File: config.mk
export PLATFORM = sky130hd
export DESIGN_NAME = disp_timing_gen
export DESIGN_NICKNAME = d
export VERILOG_FILES = /design/src/rtl/tg_pkg.sv /design/src/rtl/tg_axis.sv /design/src/rtl/tg_shadow.sv /design/src/rtl/tg_out.sv /design/src/rtl/disp_timing_gen.sv
export SDC_FILE = /design/constraint.sdc
export NUM_CORES = 1
export LEC_CHECK = 0
export BUFFER_PORTS_ARGS = -buffer_cell sky130_fd_sc_hd__buf_2
export CAP_MARGIN = 20
export CORE_MARGIN = 8
export CORE_UTILIZATION = 30
export DETAILED_ROUTE_END_ITERATION = 8
export GPL_TIMING_DRIVEN = 0
export HOLD_SLACK_MARGIN = 0.05
export SETUP_SLACK_MARGIN = 0.15
export SLEW_MARGIN = 20
export SYNTH_ARGS = -nofsm -noshare
export SYNTH_HDL_FRONTEND = slang
export SYNTH_HIERARCHICAL = 1
export SYNTH_SLANG_ARGS = --single-unit
File: constraint.sdc
create_clock -name clk -period 3 [get_ports clk]
set_input_delay 0 -clock clk [delete_from_list [all_inputs] [get_ports clk]]
set_output_delay 0 -clock clk [all_outputs]
set_load 0.005 [all_outputs]
File: src/rtl/tg_pkg.sv
package tg_pkg;

  typedef enum logic [1:0] {
    RG_SYNC  = 2'd0,
    RG_BACK  = 2'd1,
    RG_ACT   = 2'd2,
    RG_FRONT = 2'd3
  } region_e;

  function automatic region_e next_rgn(region_e r);
    case (r)
      RG_SYNC:  next_rgn = RG_BACK;
      RG_BACK:  next_rgn = RG_ACT;
      RG_ACT:   next_rgn = RG_FRONT;
      default:  next_rgn = RG_SYNC;
    endcase
  endfunction

endpackage

File: src/rtl/tg_axis.sv
module tg_axis
  import tg_pkg::*;
#(
  parameter int unsigned TW = 12
) (
  input  logic                clk,
  input  logic                rst_n,
  input  logic                clr,
  input  logic                step,
  input  logic [3:0][TW-1:0]  len_m1,
  output region_e             rgn,
  output logic [TW-1:0]       cnt,
  output logic                last
);

  logic rgn_end;

  assign rgn_end = (cnt == len_m1[rgn]);
  assign last    = rgn_end && (rgn == RG_FRONT);

  always_ff @(posedge clk or negedge rst_n) begin
    if (!rst_n) begin
      rgn <= RG_SYNC;
      cnt <= '0;
    end else if (clr) begin
      rgn <= RG_SYNC;
      cnt <= '0;
    end else if (step) begin
      if (rgn_end) begin
        cnt <= '0;
        rgn <= next_rgn(rgn);
      end else begin
        cnt <= cnt + 1'b1;
      end
    end
  end

  // the count inside a region never passes that region's length
  p_cnt_bound_r1: assert property (@(posedge clk) disable iff (!rst_n)
    cnt <= len_m1[rgn]);

  // the end of a region moves to the next region at count zero
  p_region_next_r2: assert property (@(posedge clk) disable iff (!rst_n)
    (step && !clr && rgn_end) |=> (cnt == '0 && rgn == next_rgn($past(rgn))));

  // without a step the position holds
  p_hold_r3: assert property (@(posedge clk) disable iff (!rst_n)
    (!step && !clr) |=> ($stable(cnt) && $stable(rgn)));

endmodule

File: src/rtl/tg_shadow.sv
module tg_shadow #(
  parameter int unsigned W = 8
) (
  input  logic         clk,
  input  logic         rst_n,
  input  logic         load,
  input  logic [W-1:0] d,
  output logic [W-1:0] q
);

  always_ff @(posedge clk or negedge rst_n) begin
    if (!rst_n)    q <= '0;
    else if (load) q <= d;
  end

  // settings are captured only on a load cycle
  p_shadow_hold_r9: assert property (@(posedge clk) disable iff (!rst_n)
    !load |=> $stable(q));

endmodule

File: src/rtl/tg_out.sv
module tg_out #(
  parameter int unsigned DW = 8
) (
  input  logic          run_q,
  input  logic          hs_i,
  input  logic          vs_i,
  input  logic          de_i,
  input  logic [3:0]    pol,
  input  logic [DW-1:0] pix_in,
  output logic          hsync,
  output logic          vsync,
  output logic          de,
  output logic [DW-1:0] pix_out
);

  // pol order: [0] hsync, [1] vsync, [2] de, [3] data
  logic hs_a, vs_a, de_a;

  assign hs_a = run_q && hs_i;
  assign vs_a = run_q && vs_i;
  assign de_a = run_q && de_i;

  assign hsync   = pol[0] ? hs_a : !hs_a;
  assign vsync   = pol[1] ? vs_a : !vs_a;
  assign de      = pol[2] ? de_a : !de_a;
  assign pix_out = !de_a ? '0 : (pol[3] ? pix_in : ~pix_in);

  // blanked cycles carry zero data
  always_comb begin
    if (!de_a) p_blank_zero_r5: assert (pix_out == '0);
  end

endmodule

File: src/rtl/disp_timing_gen.sv
module disp_timing_gen
  import tg_pkg::*;
#(
  parameter int unsigned TW = 12,
  parameter int unsigned DW = 8
) (
  input  logic          clk,
  input  logic          rst_n,
  input  logic          run_en,
  input  logic [TW-1:0] h_sync_m1,
  input  logic [TW-1:0] h_back_m1,
  input  logic [TW-1:0] h_act_m1,
  input  logic [TW-1:0] h_front_m1,
  input  logic [TW-1:0] v_sync_m1,
  input  logic [TW-1:0] v_back_m1,
  input  logic [TW-1:0] v_act_m1,
  input  logic [TW-1:0] v_front_m1,
  input  logic          pol_hsync,
  input  logic          pol_vsync,
  input  logic          pol_de,
  input  logic          pol_data,
  input  logic [DW-1:0] pix_in,
  output logic          hsync,
  output logic          vsync,
  output logic          de,
  output logic [DW-1:0] pix_out,
  output logic [TW-1:0] pix_x,
  output logic [TW-1:0] pix_y,
  output logic          sof,
  output logic          vblank
);

  localparam int unsigned AXW = 4 * TW;
  localparam int unsigned CW  = 2 * AXW + 4;

  logic                run_q;
  logic [CW-1:0]       cfg_d, cfg_q;
  logic [3:0][TW-1:0]  h_len, v_len;
  logic [3:0]          pol_q;
  region_e             h_rgn, v_rgn;
  logic [TW-1:0]       h_cnt, v_cnt;
  logic                h_last, v_last;
  logic                frame_end, cfg_load;
  logic                hs_i, vs_i, de_i;

  always_ff @(posedge clk or negedge rst_n) begin
    if (!rst_n) run_q <= 1'b0;
    else        run_q <= run_en;
  end

  assign cfg_d = {h_front_m1, h_act_m1, h_back_m1, h_sync_m1,
                  v_front_m1, v_act_m1, v_back_m1, v_sync_m1,
                  pol_data, pol_de, pol_vsync, pol_hsync};

  assign frame_end = run_q && h_last && v_last;
  assign cfg_load  = !run_q || frame_end;

  tg_shadow #(.W(CW)) u_shadow (
    .clk   (clk),
    .rst_n (rst_n),
    .load  (cfg_load),
    .d     (cfg_d),
    .q     (cfg_q)
  );

  assign h_len = cfg_q[CW-1 -: AXW];
  assign v_len = cfg_q[AXW+3 -: AXW];
  assign pol_q = cfg_q[3:0];

  tg_axis #(.TW(TW)) u_hor (
    .clk    (clk),
    .rst_n  (rst_n),
    .clr    (!run_en),
    .step   (run_q),
    .len_m1 (h_len),
    .rgn    (h_rgn),
    .cnt    (h_cnt),
    .last   (h_last)
  );

  tg_axis #(.TW(TW)) u_ver (
    .clk    (clk),
    .rst_n  (rst_n),
    .clr    (!run_en),
    .step   (run_q && h_last),
    .len_m1 (v_len),
    .rgn    (v_rgn),
    .cnt    (v_cnt),
    .last   (v_last)
  );

  assign hs_i = (h_rgn == RG_SYNC);
  assign vs_i = (v_rgn == RG_SYNC);
  assign de_i = (h_rgn == RG_ACT) && (v_rgn == RG_ACT);

  tg_out #(.DW(DW)) u_out (
    .run_q   (run_q),
    .hs_i    (hs_i),
    .vs_i    (vs_i),
    .de_i    (de_i),
    .pol     (pol_q),
    .pix_in  (pix_in),
    .hsync   (hsync),
    .vsync   (vsync),
    .de      (de),
    .pix_out (pix_out)
  );

  assign pix_x  = (run_q && de_i) ? h_cnt : '0;
  assign pix_y  = (run_q && de_i) ? v_cnt : '0;
  assign sof    = run_q && hs_i && vs_i && (h_cnt == '0) && (v_cnt == '0);
  assign vblank = run_q && (v_rgn == RG_ACT) && (v_cnt == v_len[RG_ACT]) && h_last;

  // the line count moves only on a line's last cycle
  p_line_step_r3: assert property (@(posedge clk) disable iff (!rst_n)
    (run_q && run_en && !h_last) |=> ($stable(v_cnt) && $stable(v_rgn)));

  // stopping clears the coordinates and the pulses
  p_idle_r6: assert property (@(posedge clk) disable iff (!rst_n)
    !run_en |=> (pix_x == '0 && pix_y == '0 && !sof && !vblank));

  // frame start lasts one cycle
  p_sof_single_r7: assert property (@(posedge clk) disable iff (!rst_n)
    sof |=> !sof);

  // vertical blank pulse lasts one cycle
  p_vblank_single_r8: assert property (@(posedge clk) disable iff (!rst_n)
    vblank |=> !vblank);

  // a frame boundary while running starts a new frame
  p_frame_wrap_r9: assert property (@(posedge clk) disable iff (!rst_n)
    (frame_end && run_en) |=> sof);

endmodule

==> results.ini <==
[synthesis]
synth_edf_count = 0
synth_flop_cell = dfrtp_1
yosys_warnings = 6
synth_cell_type_count = 42
synth_cells = 511
syn_avg_cell_area_um2 = 14.4
syn_area_mm2 = 0.00733
synth-seq-cells = 129
async_flop_share_pct = 100
synth_nets = 630
yosysSeqAreaShare_pct = 44.0

[setup_path]
critPathCaptureType = flip-flop
arrival_ns = 3.39
crit_type = flip-flop to flip-flop
critPathMaxFanout = 4
cp.required_ns = 3.34
start_kind = flip-flop

[status]
violations = negative setup slack
status = finished with violations

[routing]
dr.pass1.iters = 5
ant_nets = 0
drc = 0
wl_per_cell_um = 20.2
viasPerCell = 4.75
drtIter0Drc = 385
drt_wl_total_um = 23300
vias = 5492

[clock_tree]
cts_buffer_depth = 2
clock_tree.root_cell = clkbuf_16
cts_made_buffers = 17
cts_tree = built
h-tree-depth = 4
clock_sinks = 129
clk_latency_ns = 0.43
cts.clk_slew.worst_paths_ns = 0.06

[floorplan]
fp-row-count = 57
die_w_um = 172
initial_utilization_pct = 30.3
ios = 148
die_h_um = 172
coreArea_mm2 = 0.0242
fp.dieArea_mm2 = 0.0297

[grt]
grt_pass1_vias = 5978
grt_pass1_wl_um = 34100
grt_usage_pct = 15.1
grt-ovfl-total = 0
antenna_found_initial = 1
grt_max_degree = 73

[timing]
slew_viol_final = 0
fmax_ghz = 0.328
clock_skew_ns = 0.0109
tightest_slew_ns = 0.500
max_slew_margin_pct = 66.7
setup_viol = 5
fin_ws_ns = -0.0496
rsz0062_at_grt = yes
finalHoldViolCount = 0
period_share_pct = 102
min_period_ns = 3.05

[power_and_ir_drop]
total_power_mw = 4.89
p_per_area_mw_per_mm2 = 450
ir_drop_uv = 360
p_leak_nw = 5.04

[layout]
nNetsFinal = 936
area_growth_pct = 48.1
mostFrequentLayoutCells = buf_2, dfrtp_1, dlygate4sd3_1
drive_gt1_share_pct = 49.5
fin_util_pct = 44.9
layout_commonest_cell = buf_2

[place]
finalWeightedCongestion = 0.789
hpwlAfterDp_um = 14500
io_buffer_count = 147

[flow_run]
max_cap_viol_count = 0

[min_path]
hp-class = input port to async pin

==> logic make-up after synthesis <==
| kind of cell | Yosys count | synth area share [%] |
|---|---|---|
| simple gates | 134 | 10.8 |
| flops | 129 | 44.0 |
| mux | 128 | 29.0 |
| xor+xnor | 61 | 7.90 |
| buf+inv | 35 | 5.37 |
| compound gates | 16 | 1.57 |
| fa+ha+maj | 8 | 1.37 |
==> power by group <==
part / internal, mW / switching, mW
sequential: 1.88 / 0.0996
combinational: 0.534 / 0.300
clock: 1.23 / 0.838
total: 3.65 / 1.24
==> final timing paths <==
check | slack [ns] | startpoint | end | cells past startpoint
worst max-delay path | -0.05 | u_hor/rgn[0]$_DFFE_PN0P_ | u_ver/cnt[7]$_DFFE_PN0P_ | 15
worst min-delay path | 0.1 | rst_n | u_shadow/q[64]$_DFFE_PN0P_ | 2
worst max register to register | -0.05 | u_hor/rgn[0]$_DFFE_PN0P_ | u_ver/cnt[7]$_DFFE_PN0P_ | 15
worst min register to register | 0.50 | u_shadow/q[76]$_DFFE_PN0P_ | u_shadow/q[76]$_DFFE_PN0P_ | 1
max in group asynchronous | 2.18 | rst_n | u_ver/rgn[1]$_DFFE_PN0P_ | 3
min in group clk | 0.29 | run_en | run_q$_DFF_PN0_ | 2
==> Yosys cell counts, drive strengths merged (3+ instances only) <==
cell / count / area (um^2)
nor3: 17 / 85.1
nor2: 23 / 86.3
nand2b: 6 / 37.5
mux4: 24 / 586
xor2: 23 / 201
and3: 26 / 169
nand4: 14 / 125
buf: 22 / 315
xnor2: 38 / 378
nand3: 9 / 45.0
ha: 8 / 100
dfrtp: 129 / 3230
clkbuf: 4 / 35.0
nor4: 14 / 100
mux2: 100 / 1500
and2: 3 / 18.8
a21oi: 4 / 20.0
nand2: 15 / 58.8
inv: 7 / 26.3
mux2i: 4 / 40.0
==> final cells by class <==
type                       count  area, um^2
tap                          324         405
inverter                       7        28.8
antenna                        3        7.51
clock buffer                  18         429
multi-input combinational    347        3860
sequential                   129        3230
clock inverter                14         158
fill                        2113       13300
timing repair buffer         287        2340
buffer                        28         395
==> flip-flops by register name, summed over array words and instances (netlist names) <==
register,cells
u_shadow/q,100
u_hor/cnt,12
u_ver/cnt,12
u_hor/rgn,2
u_ver/rgn,2
run_q,1
==> critical path, cell delays in order, from the launching register on <==
cell and delay [ns]:
dfrtp_2 0.48, buf_6 0.15, buf_6 0.09, mux4_2 0.51, xnor2_2 0.19, nand4_4 0.15
nor3_4 0.21, and2_4 0.17, and2_4 0.15, buf_8 0.10, o211ai_1 0.12, nor2_2 0.17
buf_6 0.13, nand3_2 0.07, xor2_1 0.16, nor3_1 0.13
==> routing by layer <==
| metal | up-vias | routed length (um) | track usage [%] |
|---|---|---|---|
| met4 | 0 | 476 | 4.84 |
| met5 | - | 0 | 0 |
| met2 | 193 | 11300 | 24.1 |
| li1 | 2491 | - | - |
| met3 | 38 | 1320 | 3.63 |
| met1 | 2770 | 10200 | 19.8 |
==> repair_timing <==
item | 4_1_cts | 5_1_grt
hold buffers | 102 | 0
pin swaps | 19 | 10
setup endpoints to repair | 114 | 115
buffers inserted | 18 | 4
resized for setup | 35 | 19
cloned | 3 | 12
endpoints found under the hold margin | 232 | 0
==> per-stage QoR <==
step	std cells	worst slack, ns	area [um^2]	hold WS (ns)	setup TNS [ns]
finish	1157	-0.0496	10900	0.0956	-0.147
global route	1155	-0.210	10900	0.153	-6.23
CTS	1138	-0.0643	10400	0.117	-0.140
floorplan	511	0.136	7360	-0.296	0
detailed placement	983	-0.466	8530	-0.0315	-48.06
global placement	982	-0.460	8500	0.126	-48.06
(Power assumes the default switching activity.)
